<file path="config.mk">
export PLATFORM = sky130hd
export DESIGN_NAME = cbc_dec_ctrl
export DESIGN_NICKNAME = d
export VERILOG_FILES = /design/src/rtl/cbc_dec_pkg.sv /design/src/rtl/cbc_hw_packer.sv /design/src/rtl/cbc_hw_unpacker.sv /design/src/rtl/cbc_dec_seq.sv /design/src/rtl/cbc_dec_ctrl.sv
export SDC_FILE = /design/constraint.sdc
export NUM_CORES = 1
export LEC_CHECK = 0
export CORE_ASPECT_RATIO = 0.9
export CORE_UTILIZATION = 56
export CTS_BUF_LIST = sky130_fd_sc_hd__clkbuf_2 sky130_fd_sc_hd__clkbuf_4 sky130_fd_sc_hd__clkbuf_8
export CTS_CLUSTER_DIAMETER = 60
export DETAILED_ROUTE_END_ITERATION = 7
export PLACE_DENSITY = 0.88
export SETUP_SLACK_MARGIN = 0.15
export SKIP_LAST_GASP = 1
export SYNTH_ARGS = -nofsm -noshare
export SYNTH_HDL_FRONTEND = slang
export SYNTH_SLANG_ARGS = --single-unit
</file>
<file path="constraint.sdc">
create_clock -name clk -period 2.18 [get_ports clk]
set_clock_uncertainty 0.1 [all_clocks]
set_input_delay 0.218 -clock clk [delete_from_list [all_inputs] [get_ports clk]]
set_output_delay 0.218 -clock clk [all_outputs]
set_load 0.02 [all_outputs]
</file>
<file path="src/rtl/cbc_dec_pkg.sv">
// Shared widths and configuration decoding for the CBC decryption controller.
// Assumes the block width is a whole multiple of the half-word width.
package cbc_dec_pkg;
    localparam int HW_W       = 16;
    localparam int BLK_W      = 128;
    localparam int HW_PER_BLK = BLK_W / HW_W;

    localparam logic [1:0] MODE_CBC    = 2'b01;
    localparam logic [1:0] OP_DEC      = 2'b01;
    localparam logic [1:0] OP_DEC_PREK = 2'b11;

    // True when the configuration selects CBC chaining with a decrypt operation.
    function automatic logic cfg_valid(input logic en, input logic [1:0] mode,
                                       input logic [1:0] op);
        return en && (mode == MODE_CBC) && ((op == OP_DEC) || (op == OP_DEC_PREK));
    endfunction
endpackage

</file>
<file path="src/rtl/cbc_hw_packer.sv">
// Collects N half-word writes into one block register, lowest lane first.
// Assumes clr has priority over wr; writes past the Nth are dropped until clr.
module cbc_hw_packer #(
    parameter int HW_W  = 16,
    parameter int BLK_W = 128
) (
    input  logic             clk,
    input  logic             rst_n,
    input  logic             clr,
    input  logic             wr,
    input  logic [HW_W-1:0]  wdata,
    output logic             full,
    output logic [BLK_W-1:0] blk
);
    localparam int N  = BLK_W / HW_W;
    localparam int CW = $clog2(N + 1);

    logic [CW-1:0] fill_q;

    // Track how many lanes have been written since the last clear.
    always_ff @(posedge clk) begin
        if (!rst_n)                          fill_q <= '0;
        else if (clr)                        fill_q <= '0;
        else if (wr && (fill_q != CW'(N)))   fill_q <= fill_q + CW'(1);
    end

    generate
        for (genvar g = 0; g < N; g++) begin : g_lane
            // Store the write into lane g when it is the next lane to fill.
            always_ff @(posedge clk) begin
                if (!rst_n)
                    blk[g*HW_W +: HW_W] <= '0;
                else if (!clr && wr && (fill_q == CW'(g)))
                    blk[g*HW_W +: HW_W] <= wdata;
            end
        end
    endgenerate

    assign full = (fill_q == CW'(N));

    a_r1_fill_bound: assert property (@(posedge clk) disable iff (!rst_n)
        fill_q <= CW'(N));
    a_r1_full_sticks: assert property (@(posedge clk) disable iff (!rst_n)
        (full && !clr) |=> full);
endmodule

</file>
<file path="src/rtl/cbc_hw_unpacker.sv">
// Holds one plaintext block and presents it one half-word at a time, lowest lane first.
// Assumes load only arrives when the previous block has been fully read.
module cbc_hw_unpacker #(
    parameter int HW_W  = 16,
    parameter int BLK_W = 128
) (
    input  logic             clk,
    input  logic             rst_n,
    input  logic             load,
    input  logic [BLK_W-1:0] blk,
    input  logic             rd,
    output logic             valid,
    output logic [HW_W-1:0]  hw,
    output logic             last_rd
);
    localparam int N  = BLK_W / HW_W;
    localparam int IW = (N > 1) ? $clog2(N) : 1;

    logic [BLK_W-1:0] hold_q;
    logic [IW-1:0]    idx_q;
    logic [HW_W-1:0]  lanes [N];

    generate
        for (genvar g = 0; g < N; g++) begin : g_lane
            assign lanes[g] = hold_q[g*HW_W +: HW_W];
        end
    endgenerate

    assign hw      = lanes[idx_q];
    assign last_rd = rd && valid && (idx_q == IW'(N - 1));

    // Capture a new block, or step the read pointer and drop valid after the last lane.
    always_ff @(posedge clk) begin
        if (!rst_n) begin
            hold_q <= '0;
            idx_q  <= '0;
            valid  <= 1'b0;
        end else if (load) begin
            hold_q <= blk;
            idx_q  <= '0;
            valid  <= 1'b1;
        end else if (rd && valid) begin
            if (last_rd) begin
                idx_q <= '0;
                valid <= 1'b0;
            end else begin
                idx_q <= idx_q + IW'(1);
            end
        end
    end

    a_r7_load_when_drained: assert property (@(posedge clk) disable iff (!rst_n)
        load |-> !valid);
endmodule

</file>
<file path="src/rtl/cbc_dec_seq.sv">
// Run sequencer: starts a job, launches the core, decides when a result may be
// combined, paces the three requests and signals the end of the job.
// Assumes the core accepts one block at a time and answers with one done pulse.
module cbc_dec_seq #(
    parameter int CNT_W = 16
) (
    input  logic             clk,
    input  logic             rst_n,
    input  logic             cnt_wr,
    input  logic [CNT_W-1:0] cnt_val,
    input  logic             cfg_ok,
    input  logic             din_full,
    input  logic             xin_full,
    input  logic             core_done,
    input  logic             out_valid,
    input  logic             last_rd,
    input  logic             done_clr,
    output logic             start,
    output logic             go,
    output logic             combine,
    output logic             trig_chain,
    output logic             trig_in,
    output logic             trig_out,
    output logic             busy,
    output logic             done
);
    typedef enum logic {S_IDLE, S_RUN} state_t;

    state_t           state_q;
    logic [CNT_W-1:0] left_q;
    logic             core_busy_q;
    logic             res_valid_q;
    logic             finish;
    logic             more;

    assign busy    = (state_q == S_RUN);
    assign start   = (state_q == S_IDLE) && cnt_wr && (cnt_val != '0) && cfg_ok;
    assign go      = busy && din_full && !core_busy_q && !res_valid_q;
    assign combine = busy && res_valid_q && xin_full && !out_valid;
    assign more    = left_q > CNT_W'(1);
    assign finish  = busy && last_rd && (left_q == '0);

    // Main state: idle until a valid start, running until the final readout.
    always_ff @(posedge clk) begin
        if (!rst_n)      state_q <= S_IDLE;
        else if (start)  state_q <= S_RUN;
        else if (finish) state_q <= S_IDLE;
    end

    // Blocks still to be combined in this run.
    always_ff @(posedge clk) begin
        if (!rst_n)       left_q <= '0;
        else if (start)   left_q <= cnt_val;
        else if (combine) left_q <= left_q - CNT_W'(1);
    end

    // Core occupancy and held-result flags.
    always_ff @(posedge clk) begin
        if (!rst_n) begin
            core_busy_q <= 1'b0;
            res_valid_q <= 1'b0;
        end else begin
            if (go)             core_busy_q <= 1'b1;
            else if (core_done) core_busy_q <= 1'b0;
            if (core_done && core_busy_q) res_valid_q <= 1'b1;
            else if (combine)             res_valid_q <= 1'b0;
        end
    end

    // Registered request pulses.
    always_ff @(posedge clk) begin
        if (!rst_n) begin
            trig_chain <= 1'b0;
            trig_in    <= 1'b0;
            trig_out   <= 1'b0;
        end else begin
            trig_chain <= start || (combine && more);
            trig_in    <= start || (combine && more);
            trig_out   <= combine;
        end
    end

    // Sticky completion flag, cleared by a new run or by software.
    always_ff @(posedge clk) begin
        if (!rst_n)        done <= 1'b0;
        else if (start)    done <= 1'b0;
        else if (finish)   done <= 1'b1;
        else if (done_clr) done <= 1'b0;
    end

    a_r10_chain_pulse: assert property (@(posedge clk) disable iff (!rst_n)
        trig_chain |=> !trig_chain);
    a_r10_in_pulse: assert property (@(posedge clk) disable iff (!rst_n)
        trig_in |=> !trig_in);
    a_r10_out_pulse: assert property (@(posedge clk) disable iff (!rst_n)
        trig_out |=> !trig_out);
    a_r9_busy_done_excl: assert property (@(posedge clk) disable iff (!rst_n)
        !(busy && done));
    a_r9_done_holds: assert property (@(posedge clk) disable iff (!rst_n)
        (done && !done_clr && !start) |=> done);
endmodule

</file>
<file path="src/rtl/cbc_dec_ctrl.sv">
// CBC decryption chaining controller top. It packs ciphertext and chaining
// half-words, drives the external core, XORs the held core result with the
// pushed-in chaining value and unpacks the plaintext.
// Assumes the DMA honours each request with exactly 8 half-word transfers.
module cbc_dec_ctrl #(
    parameter int CNT_W = 16
) (
    input  logic             clk,
    input  logic             rst_n,
    input  logic             cfg_chain_en,
    input  logic [1:0]       cfg_chain_mode,
    input  logic [1:0]       cfg_op,
    input  logic             blk_cnt_wr,
    input  logic [CNT_W-1:0] blk_cnt,
    input  logic             chain_wr,
    input  logic [15:0]      chain_hw,
    input  logic             ct_wr,
    input  logic [15:0]      ct_hw,
    input  logic             pt_rd,
    output logic [15:0]      pt_hw,
    output logic             req_chain,
    output logic             req_out,
    output logic             req_in,
    output logic             busy,
    output logic             done,
    input  logic             done_clr,
    output logic             core_start,
    output logic [127:0]     core_ct,
    input  logic             core_done,
    input  logic [127:0]     core_res
);
    import cbc_dec_pkg::*;

    logic             start, go, combine;
    logic             din_full, xin_full, out_valid, last_rd;
    logic [BLK_W-1:0] xin_blk;
    logic [BLK_W-1:0] res_q;

    cbc_hw_packer #(.HW_W(HW_W), .BLK_W(BLK_W)) u_ct_pack (
        .clk(clk), .rst_n(rst_n), .clr(start || go), .wr(ct_wr), .wdata(ct_hw),
        .full(din_full), .blk(core_ct));

    cbc_hw_packer #(.HW_W(HW_W), .BLK_W(BLK_W)) u_chain_pack (
        .clk(clk), .rst_n(rst_n), .clr(start || combine), .wr(chain_wr),
        .wdata(chain_hw), .full(xin_full), .blk(xin_blk));

    // Hold the raw core result until it can be combined.
    always_ff @(posedge clk) begin
        if (!rst_n)         res_q <= '0;
        else if (core_done) res_q <= core_res;
    end

    cbc_hw_unpacker #(.HW_W(HW_W), .BLK_W(BLK_W)) u_pt_unpack (
        .clk(clk), .rst_n(rst_n), .load(combine), .blk(res_q ^ xin_blk),
        .rd(pt_rd), .valid(out_valid), .hw(pt_hw), .last_rd(last_rd));

    cbc_dec_seq #(.CNT_W(CNT_W)) u_seq (
        .clk(clk), .rst_n(rst_n), .cnt_wr(blk_cnt_wr), .cnt_val(blk_cnt),
        .cfg_ok(cfg_valid(cfg_chain_en, cfg_chain_mode, cfg_op)),
        .din_full(din_full), .xin_full(xin_full), .core_done(core_done),
        .out_valid(out_valid), .last_rd(last_rd), .done_clr(done_clr),
        .start(start), .go(go), .combine(combine),
        .trig_chain(req_chain), .trig_in(req_in), .trig_out(req_out),
        .busy(busy), .done(done));

    assign core_start = go;

    a_r3_quiet_when_idle: assert property (@(posedge clk) disable iff (!rst_n)
        !busy |-> !(req_chain || req_in || req_out || core_start));
    a_r6_out_needs_chain: assert property (@(posedge clk) disable iff (!rst_n)
        $rose(req_out) |-> $past(xin_full));
    a_r4_start_pulse: assert property (@(posedge clk) disable iff (!rst_n)
        core_start |=> !core_start);
endmodule

</file>
==> reports/results.md <==
| Quantity | Value |
|:---|:---|
| Number of buffers created by CTS | 84 |
| Clk buf depth | 3 |
| Routability Congestion | 0.9111 |
| Routed via count | 17840 |
| Share of cells above drive strength 1 | 0.1503 |
| Actual transition at the worst max-transition pin | 744.4 ps |
| Total routing resource utilization after global routing | 0.3344 |
| Count of max-cap constraint violations | 0 |
| Finished layout cell area | 28660 um^2 |
| Floorplan core area | 38370 um^2 |
| Avg Cell Area, Syn | 10.26 um^2 |
| Ratio of final minimum period to clock period | 1.230 |
| I/O pin cnt | 339 |
| Highest ir drop seen on vdd | 0.5261 mV |
| Via count normalized by instance count | 5.750 |
| First-pass GRT wire length | 102.0 mm |
| Most frequent cells in the layout | dfxtp_1, mux2i_1, clkdlybuf4s50_1 |
| Total half-perimeter wirelength after legalization and detailed placement | 44.94 mm |
| Die Y-Extent | 189.4 um |
| Highest attainable clock frequency | 372.9 MHz |
| Run status | finished, violations left |
| Mean routed wirelength per cell | 22.09 um |
| Initial core utilization | 0.5693 |
| Relative slew slack | 0.5025 |
| Path category of the worst min-delay check | in2reg |
| Clock slew at reported path FFs | 60 ps |
| Placed instance area | 26190 um^2 |
| Port bufs | 337 |
| Remaining DRCs | 0 |
| Count of cell types in the netlist | 52 |
| Ys flop type | dfxtp_1 |
| P_leak | 10.19 nW |
| Share of flip-flops with an asynchronous set or reset | 0 |
| Sink count of the clock tree | 546 |
| Unrepaired setup endpoints after global routing | yes |
| Maximum fanout along the worst path | 6 |
| Clock tree from TritonCTS | built |
| Detailed-router iteration count before antenna repair | 5 |
| Final critical-path required period | 2682 ps |
| Final Hold Slack | 72.52 ps |
| Kind of end point of the critical path | primary output |
| DR iter-0 viols | 1655 |
| CP Launch Type | flip-flop |
| Clock Root Buffer | clkbuf_8 |
| Critical path arrival | 2360 ps |
| Antenna violations before repair | 12 |
| Area Growth Syn to Fin | 31.18% |
| Total detailed-routing wirelength | 68.55 mm |
| Register bit total from synthesis | 546 |
| Violations in the final reports | setup timing |
| Synthesized cell area | 21840 um^2 |
| Total count of max-transition violations in the final report | 0 |
| Critical path type | reg2out |
| Post-synth EDFFs | 0 |
| Number of warnings reported in the yosys synthesis log | 0 |
| Floorplan row count | 68 |
| P per Cell Area | 747.2 nW/um^2 |
| Die extent in x | 210.2 um |
| Source-to-sink clock delay at the later pin of the worst-skew pair | 630 ps |
| Number of H-tree levels | 3 |
| PnR worst setup slack | -502.0 ps |
| Global route overflow | 0 |
| Net count after synthesis | 2331 |
| Maximum number of pins on one net before global-route repair | 77 |
| Final setup violation count | 16 |
| Gate count of the mapped netlist | 2129 |
| Die Footprint | 39800 um^2 |
| Most common library cell in the layout ignoring fill and taps | dfxtp_1 |
| Nets | 2704 |
| Post-synthesis sequential area ratio | 0.5004 |
| CP Data Required Time | 1860 ps |
| Antenna Violating Nets Remaining | 0 |
| Via count of the first global-routing pass | 17760 |
| Final count of hold timing violations | 0 |
==> worst max-delay path, cell delays in order (launching register included) <==
cell     delay, ps
dfxtp_4        440
buf_6          140
buf_16         120
mux4_2         570
mux2_4         310
buf_6          140
==> worst paths after layout <==
check	startpoint	endpoint	slack, ps	cells past startpoint
max reg2reg	u_ct_pack.fill_q[1]	u_ct_pack.fill_q[2]	130	13
min	rst_n	u_ct_pack.blk[120]	70	3
max	u_pt_unpack.idx_q[0]	pt_hw[10]	-500	5
min reg2reg	u_ct_pack.blk[17]	u_ct_pack.blk[17]	360	2
==> flip-flops by register name, indices dropped and copies added (netlist names) <==
register,count
u_chain_pack.blk,128
u_pt_unpack.hold_q,128
u_pt_unpack.idx_q,3
u_seq.done,1
u_ct_pack.fill_q,4
u_seq.trig_chain,1
u_pt_unpack.valid,1
res_q,128
u_seq.core_busy_q,1
u_ct_pack.blk,128
u_seq.left_q,16
u_chain_pack.fill_q,4
u_seq.res_valid_q,1
u_seq.trig_out,1
u_seq.busy,1
==> cell usage after synthesis, drive strengths merged, types with 2 or more instances <==
master   instances  area share
dfxtp          546        0.50
mux2i          352        0.16
nand2          280       0.048
nor2           278       0.049
xnor2          131       0.053
a211oi         130       0.045
clkbuf          94       0.016
buf             59       0.018
nand3           55       0.013
o21ai           35      0.0080
mux4            32       0.033
a21oi           21      0.0048
mux2            16      0.0082
ha              13      0.0074
nor3            13      0.0066
nor4            12      0.0085
inv             10      0.0017
nand4            7      0.0020
a2bb2oi          6      0.0024
xor2             6      0.0024
a22oi            3      0.0010
nand2b           3     0.00086
nand3b           3      0.0010
a31oi            2     0.00057
and2             2     0.00057
and3b            2     0.00080
and4             2     0.00080
o211ai           2     0.00069
or3              2     0.00057
==> power by group <==
| part | switching (mW) | leakage, nW | internal [mW] |
|---|---|---|---|
| registers | 0.230 | 4.43 | 10.2 |
| logic | 0.924 | 4.79 | 0.871 |
| clock network | 4.07 | 0.969 | 5.09 |
| total | 5.22 | 10.2 | 16.2 |
==> per-stage QoR <==
step                      worst slack (ps)  power (mW)  cells  TNS, ps    util
final                               -502.0       21.41   3103    -6887  0.7468
after global routing                -534.3       22.04   3103    -7533  0.7468
after CTS                           -503.5       21.38   3090    -6974  0.7424
after detailed placement            -457.8       12.38   2918  -100720  0.6825
after global placement              -433.2       12.32   2918  -104510  0.6825
after floorplan                      169.0       11.51   2129        0       -
==> per-layer routing <==
| metal | up-vias | GRT usage | share of wire |
|---|---|---|---|
| li1 | 8077 | - | - |
| met1 | 8658 | 0.4063 | 0.40 |
| met2 | 860 | 0.5529 | 0.47 |
| met3 | 240 | 0.06518 | 0.074 |
| met4 | 6 | 0.1951 | 0.057 |
| met5 | - | 0 | 0.00061 |
==> logic make-up after synthesis <==
family,Yosys count,share of synthesized area
and+or+nand+nor,666,0.1342
DFF,546,0.5004
muxes,400,0.2025
AOI/OAI and AO/OA,204,0.06421
buffers and inverters,163,0.03631
xor gates and xnor gates,137,0.05493
adders and majority gates,13,0.007446
==> repair_timing <==
item	CTS	global route
endpoints found under the hold margin	20	0
setup buffers	15	2
pin swaps	4	8
resized for setup	153	29
endpoints found under the setup margin	101	258
gates cloned	4	1
hold buffers	1	0
==> final cells by class <==
cell class | count | area, um^2
Sequential cell | 546 | 10940
Multi-Input combinational cell | 1421 | 10400
Fill cell | 2399 | 9717
Timing Repair Buffer | 439 | 4753
Clock buffer | 140 | 1758
Tap cell | 525 | 656.9
Clock inverter | 12 | 73.82
Inverter | 10 | 45.04
Antenna cell | 10 | 25.02
(Power assumes the default switching activity.)
